--- src/rtl/irq_throttle_pkg.sv ---
package irq_throttle_pkg;
   function automatic int unsigned ticks_per_unit(int unsigned clk_hz, int unsigned tick_hz);
      return clk_hz / tick_hz;
   endfunction
endpackage

--- src/rtl/irq_tick_gen.sv ---
module irq_tick_gen #(
   parameter int unsigned DIV = 10
) (
   input  logic clk,
   input  logic rst_n,
   input  logic run,
   input  logic clr,
   output logic tick
);
   generate
      if (DIV == 1) begin : g_direct
         assign tick = run & ~clr;
      end else begin : g_count
         localparam int unsigned PW = $clog2(DIV);
         localparam logic [PW-1:0] LAST = PW'(DIV - 1);
         logic [PW-1:0] phase;

         always_ff @(posedge clk or negedge rst_n) begin
            if (!rst_n)           phase <= '0;
            else if (clr || !run) phase <= '0;
            else if (phase == LAST) phase <= '0;
            else                  phase <= phase + 1'b1;
         end

         assign tick = run & ~clr & (phase == LAST);

         AST_TICK_SPACING: assert property (@(posedge clk) disable iff (!rst_n)
            tick |=> !tick);
      end
   endgenerate
endmodule

--- src/rtl/irq_holdoff_cnt.sv ---
module irq_holdoff_cnt #(
   parameter int unsigned IVL_W = 8
) (
   input  logic             clk,
   input  logic             rst_n,
   input  logic             master,
   input  logic             tick,
   input  logic [IVL_W-1:0] ivl_q,
   input  logic             wr_en,
   input  logic [IVL_W-1:0] wr_interval,
   input  logic             wr_restart,
   output logic             active,
   output logic             load
);
   logic [IVL_W-1:0] remain;
   logic             master_q;
   logic             zero_wr, restart_wr, fall_start;

   assign zero_wr    = wr_en && (wr_interval == '0);
   assign restart_wr = wr_en && wr_restart && !zero_wr;
   assign fall_start = master_q && !master && !active && (ivl_q != '0) && !zero_wr;
   assign load       = restart_wr || fall_start;
   assign active     = (remain != '0);

   always_ff @(posedge clk or negedge rst_n) begin
      if (!rst_n) begin
         master_q <= 1'b0;
         remain   <= '0;
      end else begin
         master_q <= master;
         if (zero_wr)            remain <= '0;
         else if (restart_wr)    remain <= wr_interval;
         else if (fall_start)    remain <= ivl_q;
         else if (active && tick) remain <= remain - 1'b1;
      end
   end

   AST_ZERO_RELEASE: assert property (@(posedge clk) disable iff (!rst_n)
      (wr_en && wr_interval == '0) |=> !active);
   AST_VALUE_NO_RELOAD: assert property (@(posedge clk) disable iff (!rst_n)
      (wr_en && !wr_restart && wr_interval != '0 && active)
      |=> (remain == $past(remain) || remain == $past(remain) - 1'b1));
   AST_RESTART_LOAD: assert property (@(posedge clk) disable iff (!rst_n)
      (wr_en && wr_restart && wr_interval != '0) |=> (remain == $past(wr_interval)));
endmodule

--- src/rtl/irq_throttle_regs.sv ---
module irq_throttle_regs #(
   parameter int unsigned IVL_W = 8
) (
   input  logic             clk,
   input  logic             rst_n,
   input  logic             wr_en,
   input  logic [IVL_W-1:0] wr_interval,
   input  logic             wr_out_en,
   output logic [IVL_W-1:0] ivl_q,
   output logic             out_en_q
);
   always_ff @(posedge clk or negedge rst_n) begin
      if (!rst_n) begin
         ivl_q    <= '0;
         out_en_q <= 1'b0;
      end else if (wr_en) begin
         ivl_q    <= wr_interval;
         out_en_q <= wr_out_en;
      end
   end
endmodule

--- src/rtl/irq_throttle.sv ---
module irq_throttle #(
   parameter int unsigned NUM_SRC = 8,
   parameter int unsigned IVL_W   = 8,
   parameter int unsigned CLK_HZ  = 100_000_000,
   parameter int unsigned TICK_HZ = 100_000
) (
   input  logic               clk,
   input  logic               rst_n,
   input  logic [NUM_SRC-1:0] src_req,
   input  logic [NUM_SRC-1:0] src_en,
   input  logic               pm_req,
   input  logic               wr_en,
   input  logic [IVL_W-1:0]   wr_interval,
   input  logic               wr_restart,
   input  logic               wr_out_en,
   output logic [IVL_W-1:0]   rd_interval,
   output logic               rd_out_en,
   output logic               rd_active,
   output logic               rd_master,
   output logic               irq_out
);
   import irq_throttle_pkg::*;

   localparam int unsigned DIV = ticks_per_unit(CLK_HZ, TICK_HZ);

   initial begin
      if (NUM_SRC < 1) $error("NUM_SRC must be at least 1");
      if (IVL_W < 1 || IVL_W > 16) $error("IVL_W out of range");
      if (TICK_HZ == 0 || CLK_HZ < TICK_HZ) $error("CLK_HZ must be at least TICK_HZ");
      if (TICK_HZ != 0 && (CLK_HZ % TICK_HZ) != 0) $error("CLK_HZ must be a multiple of TICK_HZ");
   end

   logic [IVL_W-1:0] ivl_q;
   logic             out_en_q, active, load, tick, master, irq_q;

   assign master = |(src_req & src_en);

   irq_throttle_regs #(.IVL_W(IVL_W)) u_regs (
      .clk(clk), .rst_n(rst_n), .wr_en(wr_en), .wr_interval(wr_interval),
      .wr_out_en(wr_out_en), .ivl_q(ivl_q), .out_en_q(out_en_q));

   irq_tick_gen #(.DIV(DIV)) u_tick (
      .clk(clk), .rst_n(rst_n), .run(active), .clr(load), .tick(tick));

   irq_holdoff_cnt #(.IVL_W(IVL_W)) u_hold (
      .clk(clk), .rst_n(rst_n), .master(master), .tick(tick), .ivl_q(ivl_q),
      .wr_en(wr_en), .wr_interval(wr_interval), .wr_restart(wr_restart),
      .active(active), .load(load));

   always_ff @(posedge clk or negedge rst_n) begin
      if (!rst_n) irq_q <= 1'b0;
      else        irq_q <= out_en_q & (pm_req | (master & ~active));
   end

   assign irq_out     = irq_q;
   assign rd_interval = ivl_q;
   assign rd_out_en   = out_en_q;
   assign rd_active   = active;
   assign rd_master   = master;

   AST_OUT_DISABLED: assert property (@(posedge clk) disable iff (!rst_n)
      !out_en_q |=> !irq_out);
   AST_HOLDOFF_BLOCKS: assert property (@(posedge clk) disable iff (!rst_n)
      (active && !pm_req) |=> !irq_out);
   AST_PM_BYPASS: assert property (@(posedge clk) disable iff (!rst_n)
      (pm_req && out_en_q) |=> irq_out);
endmodule

--- config.mk ---
export PLATFORM = sky130hd
export DESIGN_NAME = irq_throttle
export DESIGN_NICKNAME = d
export VERILOG_FILES = /design/src/rtl/irq_throttle_pkg.sv /design/src/rtl/irq_tick_gen.sv /design/src/rtl/irq_holdoff_cnt.sv /design/src/rtl/irq_throttle_regs.sv /design/src/rtl/irq_throttle.sv
export SDC_FILE = /design/constraint.sdc
export NUM_CORES = 1
export LEC_CHECK = 0
export ABC_CLOCK_PERIOD_IN_PS = 3200
export BUFFER_PORTS_ARGS = -buffer_cell sky130_fd_sc_hd__buf_4
export CORE_ASPECT_RATIO = 0.5
export CORE_MARGIN = 2
export CORE_UTILIZATION = 52
export DETAILED_ROUTE_END_ITERATION = 16
export GPL_ROUTABILITY_DRIVEN = 0
export GPL_TIMING_DRIVEN = 0
export PLACE_DENSITY = 0.79
export SETUP_SLACK_MARGIN = 0.2
export SYNTH_ARGS = -nofsm -noshare
export SYNTH_HDL_FRONTEND = slang
export SYNTH_SLANG_ARGS = --single-unit
--- constraint.sdc ---
create_clock -name clk -period 3.2 [get_ports clk]
set_clock_uncertainty 0.2 [all_clocks]
set_input_delay 0.48 -clock clk [delete_from_list [all_inputs] [get_ports clk]]
set_output_delay 0.48 -clock clk [all_outputs]
set_load 0.005 [all_outputs]
Word-level counts from Yosys, hierarchy flattened
Cells that the tools add are included.
{ "word_totals": {"word_cells": 41, "output_inout_bits": 12, "register_bits": 29, "in_bits": 30} }
{ "op_classes": {"reduce_logical": 18, "mux": 6, "n_addsub": 2, "bitwise": 8, "n_eq_ne": 1} }
{ "ops": {"columns": ["operator", "n"], "rows": [
  ["8-bit 2-to-1 mux", 4],
  ["10-bit 2-to-1 mux", 2],
  ["8-bit nonzero test", 2],
  ["10-bit by 1-bit adder with 10-bit output, second input constant", 1],
  ["10-bit == test, second input constant", 1],
  ["8-bit bitwise AND", 1],
  ["1-bit logical AND", 8],
  ["8-bit logical NOT", 1],
  ["8-bit OR reduction", 1],
  ["8-bit by 1-bit subtractor with 8-bit output, second input constant", 1],
  ["1-bit bitwise AND", 4],
  ["4-bit nonzero test", 1],
  ["1-bit logical NOT", 3],
  ["1-bit logical OR", 2],
  ["1-bit inverter", 2],
  ["1-bit bitwise OR", 1]
]} }

Logic depth before layout (Yosys ltp)
Gate-level depths: netlist of the first run.
{ "logic_depth": {"ltp_word": 16, "depth_mapped": 9, "depth_no_buf": 7} }

Modules after synthesis
From an unflattened synthesis of the first run, not the netlist that was laid out.
{ "hier_totals": {"hier_cells": 172, "area_unflattened_um2": 1769.2} }
{ "modules_own_cells": {"columns": ["module", "seq_area_each_um2", "area_per_inst_um2", "cells_per_inst", "n_inst"], "rows": [
  ["irq_holdoff_cnt", 225.2, 789.5, 92, 1],
  ["irq_tick_gen", 250.2, 505.5, 53, 1],
  ["irq_throttle_regs", 225.2, 371.6, 19, 1],
  ["irq_throttle", 25.0, 102.6, 8, 1]
]} }

Worst setup path after synthesis of the first run
OpenSTA, ideal clock, no wires.
{ "synth_timing": {"path_type": "flip-flop to flip-flop", "from": "register u_hold.remain[0]", "to": "register u_hold.remain[7]", "path_slack_ps": 325, "required_time_ps": 2878, "t_arrival_ps": 2554, "period_less_slack_ps": 2875, "setup_ps": 122, "n_path_buf": 1, "stages_incl_launch_ff": 9, "path_cell_list": "dfrtp_1 inv_1 ha_1 or4b_1 or4_1 buf_2 a2111o_1 or4_1 a32o_1"} }
{ "synth_via": {"elab_chain_len": 11, "word_cells_on_any_way": 16, "cone_classes": "add/sub (1); mux (4); bitwise (3); reduce/logical (8)"} }
{ "synth_lines": {"columns": ["element", "line", "text"], "rows": [
  ["start, declared", "irq_holdoff_cnt.sv:15", "logic [IVL_W-1:0] remain;"],
  ["start signal, assigned", "irq_holdoff_cnt.sv:32", "else if (restart_wr) remain <= wr_interval;"],
  ["start signal, assigned", "irq_holdoff_cnt.sv:33", "else if (fall_start) remain <= ivl_q;"],
  ["start signal, assigned", "irq_holdoff_cnt.sv:34", "else if (active && tick) remain <= remain - 1'b1;"],
  ["8-bit nonzero test *", "irq_holdoff_cnt.sv:23", "assign active = (remain != '0);"],
  ["net rd_active", "irq_throttle.sv:18", "output logic rd_active,"],
  ["1-bit logical NOT", "irq_holdoff_cnt.sv:21", "assign fall_start = master_q && !master && !active && (ivl_q != '0) && !zero_wr;"],
  ["1-bit logical AND (3 in series)", "irq_holdoff_cnt.sv:21", null],
  ["1-bit logical OR", "irq_holdoff_cnt.sv:22", "assign load = restart_wr || fall_start;"],
  ["1-bit inverter", "irq_tick_gen.sv:25", "assign tick = run & ~clr & (phase == LAST);"],
  ["1-bit bitwise AND (2 in series)", "irq_tick_gen.sv:25", null],
  ["1-bit logical AND", "irq_holdoff_cnt.sv:34", null],
  ["4-bit nonzero test (no source line)", null, null]
]} }
Mark *: on every way through the listed nets, which the timed path passes. The rest lies on a longest branch. The select of a mux whose other input is x is not followed.
A chain may end at the register's enable or synchronous reset.

Worst setup path after layout of the first run
{ "layout_timing": {"from": "register u_hold.remain[0]", "to": "register u_hold.remain[3]"} }
{ "layout_via": {"elab_chain_len": 11, "word_cells_on_any_way": 16, "cone_classes": "add/sub (1); mux (4); bitwise (3); reduce/logical (8)"} }
{ "layout_lines": {"columns": ["element"], "rows": [
  ["parallel branches: the longest is 11 deep, another holds 8-bit by 1-bit subtractor with 8-bit output"]
]} }
Several ways; the timed one is not identified. The select of a mux whose other input is x is not followed.

==> impl.org, run 1 <==
** Clock tree
- At the later pin of the worst-skew pair, clock insertion delay measures 0.28 ns.
- Clock tree synthesis inserted a total of 5 buffers.
- Clk root buf :: clkbuf_8
- Total number of H-tree levels :: 2
- TritonCTS built the clock tree.
- Clock input transition at the sequential cells of the worst setup and hold paths :: 0.07 ns
- Clock tree synthesis found a total of 29 sinks.
- Clock buffer depth :: 2

** Power and ir drop
- Net switching power figure :: 0.287 mW
- The share of total power dissipated in the clock network is 0.379.
- Sw Ratio :: 0.271
- Part of the total power dissipated in combinational logic :: 0.188
- Portion of total power attributed to sequential cells :: 0.433
- The design draws between 1 and 1.5 mW.
- Highest ir drop seen on vdd :: 0.346 mV
- Total internal power :: 0.771 mW
- Static leakage power :: 0.958 nW
- Power Dens Cells :: 478 nW/µm²

** Timing
- Hold Worst Slack :: 0.220 ns
- Setup repair after global routing could not meet its margin everywhere.
- The number of hold-slack violations in the final timing report came to 0.
- Finish-stage setup viols :: 0
- For the pin with the worst max-slew slack, the measured transition is 0.670 ns.
- Headroom to the max-slew limit came out at 0.550.
- Max Fclk :: 331 MHz
- For the finished layout, the period the worst path requires is 3.02 ns.
- Final setup slack of the worst path :: 0.183 ns
- Of the available clock period, the critical path in the final layout requires 0.943.
- Post-Route Setup TNS :: 0 ns
- Final max-slew violation count :: 0

** Critical path
- Critical Path Sink Type :: register
- The signal on the critical path passes through inv_2, ha_4, or4b_4, or4_4, buf_6, a2111o_1, or4_1, a32o_1.
- Critical Path Fanout Max :: 4
- Data on the critical path is required at its endpoint by 3.17 ns.
- The endpoint identified for the worst register-to-register timing path is u_hold.remain[3].
- Worst setup path class :: register to register
- The largest individual stage delay along the critical path comes from the cell or4b_4.
- For the worst flop-to-flop path, the logic depth is 8.
- Reg-to-reg setup timing slack :: 0.18 ns
- Crit path largest cell delay :: 0.46 ns
- Arrival time at the worst endpoint :: 2.98 ns
- The worst register-to-register path begins at u_hold.remain[0].
- The worst setup path is launched from a register.

** Final layout
- 0 antenna diodes ended up in the layout.
- Of the cells placed in the final design, the portion with a size suffix greater than 1 is 0.335.
- Once layout is complete, the utilization of the core stands at 0.735.
- The count of cells in the finished layout, fillers not included, comes to approximately 270.
- Final Instance Area :: 2210 µm²
- After the last flow step, the layout net total stands at 259.
- Relative to the synthesized area, the layout overhead comes to 34.8%.
- Counting the fill cells in the layout gives 213.

** Floorplanning
- The die is 83.5 µm wide.
- For this configuration, the core starts out at a cell density of 0.545.
- Placeable core region :: approximately 3000 µm²
- The floorplan has 14 rows.
- The die is 43.7 µm tall.
- The die covers 3650 µm².
- Count of boundary I/O pins :: 42

** Routing
- Iteration-0 DRC Markers :: 149
- The first detailed-routing pass took 4 iterations.
- Via count :: around 1600
- After detailed routing, the average wire length per cell comes to 16.9 µm.
- In the routed layout, each cell is associated on average with a via count of 6.05.
- For this run, design rule violations remaining after detail routing come to 0.
- Summed over all layers, the routed wires come to 4.51 mm.
- The count of nets left with antenna violations once routing finished came out at 0.

** Logic synthesis
- EDFF count, synth :: 0
- The mapped netlist covers 1640 µm².
- Main flop type after synthesis :: dfrtp_1
- Fraction of synthesis flops using an asynchronous set or reset pin :: 1.00
- Ys Warns :: 0
- Counting every instance in the synthesized netlist gives approximately 170.
- The number of nets handed over by synthesis was 204.
- After synthesis the netlist holds a flip-flop and latch count of 29.
- The share of the Yosys chip area taken by registers is 0.442.
- Average cell area after synthesis :: 9.60 µm²
- Number of distinct library cell variants in the gate-level netlist after synthesis :: 42

** Placed design
- Counting tap cells, the placed design contains a total of between 200 and 300 instances.
- # port buffers :: 41
- Post-Place Setup Slack :: 0.124 ns
- Half-perimeter wire length of the detailed placement result :: between 3 and 4 mm
- Once placement finished, the instance area stood at 2000 µm².

** Global route
- Entering global routing, the biggest net connects 30 pins.
- After global routing the overflow that remains totals 0.
- The initial antenna violation count was 0.
- Across every metal layer, demand over resource in global routing totals 0.266.
- Vias in the first global route :: 1528
- The first global-routing pass estimated ~7.4 mm of wire.

** Job
- Max-Cap Viols :: 0

** Status
- Run status :: finished, final reports clean

** Hold path
- Hold WC Path Type :: input port to register
- Cell count of the worst hold path :: 2
- For hold timing, the worst endpoint is irq_out.
- Hold path start :: pm_req
[state kept, by name, summed over array words and instances (netlist names)]
register	count
u_hold.remain	8
u_regs.ivl_q	8
u_tick.g_count.phase	10
u_hold.master_q	1
u_regs.out_en_q	1
irq_out	1
[metal layers]
metal  GRT usage  up-vias  part of all wire  routed length (µm)
met1       0.345      780              0.42                1880
met5           0        -                 0                   0
met2       0.455       73              0.50                2240
met3      0.0724        4             0.080                 359
met4      0.0710        0            0.0064                  29
li1            -      758                 -                   -
[cell usage in the layout (no fill, tap or decap), types with 3 or more instances in the layout]
cell      instances
a22oi_1           4
a32o_1            4
nor2_1           24
and3_1            5
a21oi_1           5
a31oi_1           5
nand3_1           6
a211oi_1          3
dfrtp_1          29
o211ai_1          3
mux2_2            8
xor2_1            5
o31ai_1           3
inv_1             6
o21ai_0           7
or4_1             3
nor4_1            4
xnor2_1           4
nand2_1           6
buf_4            48
clkbuf_8          6
[final cells by class]
type | count | area, µm² | area share
Multi-Input combinational cell | 129 | 895 | 0.404
Inverter | 8 | 30.0 | 0.0136
Sequential cell | 29 | 726 | 0.328
Clock buffer | 6 | 82.6 | 0.0373
Tap cell | 40 | 50.0 | 0.0226
Buffer | 4 | 22.5 | 0.0102
Timing Repair Buffer | 49 | 370 | 0.167
Clock inverter | 2 | 37.5 | 0.0170
[power groups by stage]
| stage | Combinational [mW] | Clock (mW) | Sequential, mW |
|---|---|---|---|
| 5_1_grt | 0.222 | 0.423 | 0.466 |
| 3_3_place_gp | 0.175 | 0 | 0.462 |
| 3_5_place_dp | 0.178 | 0 | 0.463 |
| 2_1_floorplan | 0.0994 | 0 | 0.452 |
| 6_report | 0.199 | 0.400 | 0.458 |
| 4_1_cts | 0.191 | 0.404 | 0.456 |
[synth_stat cells (5+ instances only)]
cell | number | area, µm²
nand2_1 | 6 | 22.5
or4_1 | 5 | 37.5
a21oi_1 | 5 | 25.0
a31oi_1 | 5 | 31.3
mux2_2 | 8 | 90.1
and3_1 | 5 | 31.3
nand3_1 | 6 | 30.0
xor2_1 | 5 | 43.8
o21ai_0 | 7 | 35.0
nor2_1 | 24 | 90.1
dfrtp_1 | 29 | 726
inv_1 | 8 | 30.0
[how the worst max path moves through the flow]
stage / cells after the start / from / to
detailed placement: 8 / u_hold.remain[0] / u_hold.remain[3]
global route: 8 / u_hold.remain[0] / u_hold.remain[3]
global placement: 8 / u_hold.remain[0] / u_hold.remain[3]
finish: 8 / u_hold.remain[0] / u_hold.remain[3]
CTS: 8 / u_hold.remain[0] / u_hold.remain[3]
floorplan: 8 / u_hold.remain[0] / u_hold.remain[7]
[timing repair]
action | 4_1_cts | 5_1_grt
setup buffers | 6 | 1
resized for setup | 6 | 4
pin swaps | 0 | 1
cloned | 0 | 0
hold buffers | 1 | 0
endpoints found under the setup margin | 2 | 13
hold endpoints to repair | 29 | 0
[logic make-up (layout without fill, tap and decap cells)]
logic type | after synthesis | in the layout | synth area share
flops | 29 | 29 | 0.442
simple gates | 69 | 69 | 0.229
xor+xnor | 9 | 9 | 0.0480
fa+ha+maj | 3 | 3 | 0.0229
mux | 8 | 8 | 0.0549
compound gates | 40 | 40 | 0.173
buf+inv | 13 | 69 | 0.0305
[critical path: cells and delay by family (launching register included)]
kind | cells | cell delay, ns
AOI/OAI and AO/OA | 2 | 0.61
and+or+nand+nor | 3 | 1.33
buffers and inverters | 2 | 0.24
DFF | 1 | 0.40
adders and majority gates | 1 | 0.13
Power figures use the tool's default switching activity.
==> inputs of run 2 (changes only) <==
--- a/config.mk
+++ b/config.mk
@@ -7,7 +7,7 @@
 export LEC_CHECK = 0
 export ABC_CLOCK_PERIOD_IN_PS = 3200
 export BUFFER_PORTS_ARGS = -buffer_cell sky130_fd_sc_hd__buf_4
-export CORE_ASPECT_RATIO = 0.5
+export CORE_ASPECT_RATIO = 2
 export CORE_MARGIN = 2
 export CORE_UTILIZATION = 52
 export DETAILED_ROUTE_END_ITERATION = 16
==> run 2 against run 1 <==
Cell area decreased by 0.90%. Worst hold slack got worse by 0.00093 ns. Core utilization up 0.19 points. Setup slack lost 0.014 ns. Global-route usage is 3.5 points higher. Maximum frequency decreased by 0.48%. Die area unchanged. Highest routed layer unchanged.
==> impl.org, run 2 (synthesis gave the netlist of run 1 again) <==
** Status
- The run finished with clean final reports.

** Timing
- The minimum hold slack came to 0.219 ns (-0.000929 ns).
- Final hold viol count :: 0 (unchanged)
- The final worst-path setup slack was 0.169 ns (-0.0144 ns).
- Setup repair after global routing missed its margin :: yes
- Post-Route Setup TNS :: 0 ns (unchanged)
- The number of setup violations in the final report came to 0 (unchanged).
- The final critical delay including setup and external delays came to 3.03 ns (+0.0144 ns).
- The worst max-slew margin expressed relative to the limit came to 0.530 (-0.0196).
- Portion of the clock cycle consumed by the worst path in the final layout :: 0.947 (+0.00451)
- The highest achievable clock rate is 330 MHz (-0.48%).
- The pin slew with the least headroom to its limit is 0.699 ns (+0.0282 ns).
- Final max-slew violation count :: 0 (unchanged)

** Clock tree
- Clock buffer depth :: 2 (unchanged)
- Total clock sinks :: 29 (unchanged)
- The clock slew at the register clock pins of the worst setup and hold paths was 0.06 ns (about the same).
- Clk root buf :: clkbuf_8
- The insertion delay of the later-clocked pin in the worst-skew pair is 0.28 ns (about the same).
- TritonCTS clock tree :: built
- Total number of H-tree levels :: 2 (unchanged)
- The number of buffers created by CTS came to 5 (unchanged).

** Final layout
- Filler instances :: 230 (+8.0%)
- Registers with the most flip-flops :: u_tick.g_count.phase (10), u_hold.remain (8), u_regs.ivl_q (8)
- The number of flip-flops under the largest register name was 10 (unchanged).
- # diodes :: 0 (unchanged)
- The cell area after layout is 2190 µm² (-0.90%).
- Largest register by flop count :: u_tick.g_count.phase
- Net count reported at finish :: 264 (+1.9%)
- Leaving out fill and tap cells, the most frequent cell in the layout is buf_4.
- Area Overhead vs Synth :: 33.6%
- Fraction of layout instances using a drive strength above 1 :: 0.336 (+0.00141)
- The final cell utilization of the core is 0.737 (+0.00192).
- Leaving out fill and tap cells, the most frequent cells in the layout are 52 x buf_4, 29 x dfrtp_1, 24 x nor2_1.
- The final cell count without fillers was 262 (-1.9%).

** Power and ir drop
- Portion of total power attributed to sequential cells :: 0.476 (+0.043)
- Sw Ratio :: 0.297 (+0.0260)
- The design internal power came to 0.681 mW (-12%).
- Clock group share of total power :: 0.297 (-0.082)
- The peak ir drop on the vdd network is 0.357 mV (+3.0%).
- Power Dens Cells :: 442 nW/µm² (-7.5%)
- The total chip power came to 0.969 mW (-8.3%).
- Part of the total power dissipated in combinational logic :: 0.227 (+0.039)
- Static leakage power :: 0.964 nW (+0.64%)
- Net switching power figure :: 0.288 mW (+0.44%)

** Critical path
- The worst setup path is launched from a register.
- The count of buffering cells on the critical path with inverters included came to 4 (+2).
- The data required time of the critical path came to 3.14 ns (-0.03 ns).
- Arrival time at the worst endpoint :: 2.97 ns (about the same)
- The critical path in this run is classified as register to register.
- Crit path largest cell delay :: 0.46 ns (about the same)
- Crit-path cells :: inv_2, ha_4, or4b_4, or4_4, buf_6, a2111o_1, buf_4, buf_4, o41ai_1, a211oi_1
- Critical Path Fanout Max :: 2 (-2)
- STA classifies the critical path endpoint as a register.
- By instance count, the cell type seen most on the critical path is buf_4.
- The slowest stage of the critical path is the or4b_4 cell.
- On the critical path the largest part of the delay comes from simple AND/OR/NAND/NOR gates.

** Placed design
- Half-perimeter wire length of the detailed placement result :: 3.62 mm (+14%)
- The number of placed instances with taps included is 242 (-4.0%).
- Post-Place Setup Slack :: 0.0325 ns (-0.0911 ns)
- # port buffers :: 41 (unchanged)
- Placed standard-cell area :: 1990 µm² (-0.63%)

** Routing
- Detailed Route WL :: 4.98 mm (+11%)
- Iteration-0 DRC Markers :: 77 (-48%)
- Routed wire length per instance :: 19.0 µm (+13%)
- The post-route antenna net violation count was 0 (unchanged).
- Detailed Routing Iterations Pass 1 :: 5 (+1)
- The vias after detailed routing is 1734 (+7.4%).
- Via density :: 6.62 (+9.4%)
- The number of remaining DRC errors came to 0 (unchanged).

** Floorplanning
- Placeable core region :: 2980 µm² (-1.2%)
- DIE HEIGHT :: 83.5 µm (+91%)
- The count of pins on the block boundary was 42 (unchanged).
- The total die area was 3650 µm² (unchanged).
- Effective utilization at floorplan :: 0.551 (+0.00641)
- Row Count :: 28 (+14)
- Chip width :: 43.7 µm (-48%)

** Global route
- Largest net degree at the start of global routing :: 30 (unchanged)
- First-pass GRT wire length :: 8.38 mm (+13%)
- The aggregate global-route resource usage was 0.301 (+0.0347).
- The leftover overflow at the end of global routing came to 0 (unchanged).
- The initial antenna violation count came to 0 (unchanged).
- The via count of the first global-routing pass was 1859 (+22%).

** Job
- Max-Cap Viols :: 0 (unchanged)

** Hold path
- Hold WC Path Type :: input port to register
## run 2: routing by layer
layer	GRT usage	routed length, µm
met5	0	0
met4	0.179	282
met3	0.0649	321
met2	0.536	2740
met1	0.294	1630
## run 2: repair_timing
| item | CTS | global route |
|---|---|---|
| resized for setup | 8 | 1 |
| hold buffers | 1 | 0 |
| hold endpoints to repair | 29 | 0 |
| pin swaps | 5 | 1 |
| setup buffers | 9 | 2 |
| setup endpoints to repair | 2 | 6 |
## run 2: power groups by stage
stage	registers (mW)	logic, mW	clock network (mW)
after floorplan	0.452	0.0994	0
after global placement	0.462	0.176	0
after detailed placement	0.466	0.183	0
after CTS	0.459	0.211	0.294
after global routing	0.465	0.244	0.307
final	0.462	0.220	0.288
## run 2: final timing paths
| kind | cells after the start | endpoint | from | slack [ns] |
|---|---|---|---|---|
| worst max register to register | 10 | u_hold.remain[2] | u_hold.remain[0] | 0.17 |
| worst min register to register | 1 | u_tick.g_count.phase[0] | u_tick.g_count.phase[0] | 0.31 |
| min in group asynchronous | 2 | u_hold.master_q | rst_n | 0.46 |
| worst min-delay path | 2 | irq_out | pm_req | 0.22 |
| worst max-delay path | 10 | u_hold.remain[2] | u_hold.remain[0] | 0.17 |
| max in group asynchronous | 2 | u_tick.g_count.phase[8] | rst_n | 2.06 |
## run 2: final cells by class
cell class | instances | area (µm²) | area share
tap | 30 | 37.5 | 0.0171
timing repair buffer | 53 | 400 | 0.183
sequential | 29 | 726 | 0.331
clock buffer | 6 | 72.6 | 0.0331
multi-input combinational | 129 | 891 | 0.406
inverter | 8 | 30.0 | 0.0137
clock inverter | 2 | 10.0 | 0.00456
buffer | 5 | 26.3 | 0.0120
==> inputs of run 3 (changes only) <==
--- a/config.mk
+++ b/config.mk
@@ -13,7 +13,7 @@
 export DETAILED_ROUTE_END_ITERATION = 16
 export GPL_ROUTABILITY_DRIVEN = 0
 export GPL_TIMING_DRIVEN = 0
-export PLACE_DENSITY = 0.79
+export PLACE_DENSITY = 0.86
 export SETUP_SLACK_MARGIN = 0.2
 export SYNTH_ARGS = -nofsm -noshare
 export SYNTH_HDL_FRONTEND = slang
==> run 3 against run 2 <==
Wire length is 5.3% higher. Cell count is 1.5% lower. First-iteration DRC count rose by 14%. Setup slack improved by 0.066 ns. Highest routed layer unchanged. Sequential share of layout area up 0.30 points. Total power rose by 0.83%. Clock power up 4%.
==> impl.org, run 3 (synthesis gave the netlist of run 1 again) <==
** Final layout
- Net count reported at finish :: 261 (-1.1%)
- The number of inserted diodes is 0 (unchanged).
- Commonest non-fill, non-tap cells in the layout :: 49 x buf_4, 29 x dfrtp_1, 24 x nor2_1
- The number of flip-flops under the largest register name came to 10 (unchanged).
- The register area came to 726 µm² (unchanged).
- The multi-input logic area came to 890 µm² (-0.14%).
- The final cell utilization of the core was 0.730 (-0.00672).
- Largest register by flop count :: u_tick.g_count.phase
- The cell area after layout was 2170 µm² (-0.91%).
- The largest registers in the layout are u_tick.g_count.phase (10), u_hold.remain (8), u_regs.ivl_q (8).
- Filler instances :: 228 (-0.87%)
- Fraction of layout instances using a drive strength above 1 :: 0.329 (-0.00726)
- Final Non-Filler Cells :: 258 (-1.5%)
- Area Overhead vs Synth :: 32.4%
- Most common cell after layout, fill and taps aside :: buf_4

** Timing
- Slew at the pin with the worst max-slew slack :: 0.615 ns (-0.0835 ns)
- Max Fclk :: 337 MHz (+2.2%)
- Post-Route Setup TNS :: 0 ns (unchanged)
- Finish-stage setup viols :: 0 (unchanged)
- The final worst-path setup slack came to 0.235 ns (+0.0658 ns).
- Setup repair after global routing missed its margin :: no
- Worst rel slew slack :: 0.587 (+0.0568)
- The number of hold-slack violations in the final timing report was 0 (unchanged).
- The final critical delay including setup and external delays was 2.97 ns (-0.0658 ns).
- Final max-slew violation count :: 0 (unchanged)
- The share of the cycle needed by the critical path after routing is 0.927 (-0.0206).

** Critical path
- STA classifies the critical path endpoint as a register.
- The arrival time of the worst setup path was 2.93 ns (-0.04 ns).
- Worst setup path class :: register to register
- Crit path required time :: 3.17 ns (+0.03 ns)
- The largest fanout on the critical path came to 3 (+1).
- Kind of launch point of the worst setup path :: register

** Clock tree
- Num CTS Buffers :: 5 (unchanged)
- The number of sinks handled by clock tree synthesis is 29 (unchanged).
- The H-tree depth reported by CTS came to 2 (unchanged).
- Clock input transition at the sequential cells of the worst setup and hold paths :: 0.06 ns (about the same)
- Clk root buf :: clkbuf_8
- TritonCTS clock tree :: built
- Clock buffer depth :: 2 (unchanged)
- The insertion delay of the later-clocked pin in the worst-skew pair came to 0.28 ns (about the same).

** Floorplanning
- The effective utilization at floorplan was 0.551 (unchanged).
- Chip width :: 43.7 µm (unchanged)
- The height of the die was 83.5 µm (unchanged).
- Row Count :: 28 (unchanged)
- Count of boundary I/O pins :: 42 (unchanged)
- Placeable core region :: 2980 µm² (unchanged)
- The total die area was 3650 µm² (unchanged).

** Global route
- Initial antenna violation count :: 0 (unchanged)
- The aggregate global-route resource usage came to 0.318 (+0.0179).
- The maximum number of pins on one net before global-route repair came to 30 (unchanged).
- The via count of the first global-routing pass came to 1824 (-1.9%).
- The leftover overflow at the end of global routing is 0 (unchanged).
- The first-pass GRT wire length is 8.65 mm (+3.2%).

** Power and ir drop
- Clock group share of total power :: 0.307 (+0.010)
- The sequential group share of total power came to 0.474 (-0.002).
- Highest ir drop seen on vdd :: 0.380 mV (+6.6%)
- The power per standard cell area is 450 nW/µm² (+1.8%).
- Static leakage power :: 0.957 nW (-0.74%)
- The part of the power in combinational logic came to 0.219 (-0.008).
- The design internal power is 0.695 mW (+2.0%).
- Sw Ratio :: 0.289 (-0.00788)
- Net switching power figure :: 0.283 mW (-1.8%)

** Placed design
- The post-detailed-placement cell area was 1990 µm² (unchanged).
- # port buffers :: 41 (unchanged)
- The number of placed instances with taps included came to 242 (unchanged).
- Post-Place Setup Slack :: 0.0692 ns (+0.0367 ns)
- The estimated wirelength of the detail-placed design was 3.85 mm (+6.4%).

** Routing
- Detailed Route WL :: 5.24 mm (+5.3%)
- Post-route DRC :: 0 (unchanged)
- The vias per cell was 6.70 (+1.2%).
- Routed wire length per instance :: 20.3 µm (+6.9%)
- The vias after detailed routing came to 1728 (-0.35%).
- The post-route antenna net violation count is 0 (unchanged).
- Iteration-0 DRC Markers :: 88 (+14%)
- Detailed Routing Iterations Pass 1 :: 4 (-1)

** Status
- The flow ran to the end, and the final reports show no timing, DRC or antenna violations.

** Hold path
- Hold WC Path Type :: input port to register

** Job
- Max-Cap Viols :: 0 (unchanged)
## run 3: layer usage
metal / GRT usage / wire length (µm)
met5: 0 / 0
met4: 0.185 / 321
met3: 0.0779 / 328
met2: 0.567 / 2970
met1: 0.309 / 1620
## run 3: power by group through the flow
| stage | clock (mW) | combinational, mW | sequential, mW |
|---|---|---|---|
| detailed placement | 0 | 0.186 | 0.467 |
| finish | 0.300 | 0.214 | 0.463 |
| CTS | 0.301 | 0.204 | 0.460 |
| global placement | 0 | 0.177 | 0.463 |
| floorplan | 0 | 0.0994 | 0.452 |
| global route | 0.320 | 0.233 | 0.467 |
## run 3: what timing repair did
item / 4_1_cts / 5_1_grt
resized for setup: 6 / 3
hold buffers: 1 / 0
pin swaps: 3 / 1
endpoints found under the hold margin: 29 / 0
setup endpoints to repair: 2 / 6
setup buffers: 5 / 3
## run 3: per-stage QoR
| stage | hold slack [ns] | total power, mW |
|---|---|---|
| after floorplan | -0.0156 | 0.552 |
| after global placement | 0.214 | 0.640 |
| after detailed placement | 0.218 | 0.653 |
| after CTS | 0.233 | 0.965 |
| after global routing | 0.230 | 1.02 |
| final | 0.236 | 0.977 |
## run 3: worst paths after layout
kind                                          from  slack [ns]                       to  cells past startpoint
max                               u_hold.remain[0]        0.23         u_hold.remain[7]                      8
min                                      wr_out_en        0.24          u_regs.out_en_q                      2
max reg2reg                       u_hold.remain[0]        0.23         u_hold.remain[7]                      8
min reg2reg                u_tick.g_count.phase[0]        0.30  u_tick.g_count.phase[0]                      1
max in group asynchronous                    rst_n        2.07  u_tick.g_count.phase[1]                      2
min in group asynchronous                    rst_n        0.46          u_regs.ivl_q[5]                      2
## run 3: cell type report
cell class / count / area share
buffer: 5 / 0.0121
clock buffer: 7 / 0.0397
inverter: 8 / 0.0138
multi-input combinational: 129 / 0.409
sequential: 29 / 0.334
tap: 30 / 0.0173
timing repair buffer: 50 / 0.174
## run 3: worst max-delay path, cell delays in order (launching register included)
cell	delay (ns)
dfrtp_1	0.39
inv_2	0.07
ha_1	0.15
or4b_4	0.47
or4_4	0.42
buf_6	0.13
a2111o_1	0.33
or4_4	0.46
a32o_1	0.24
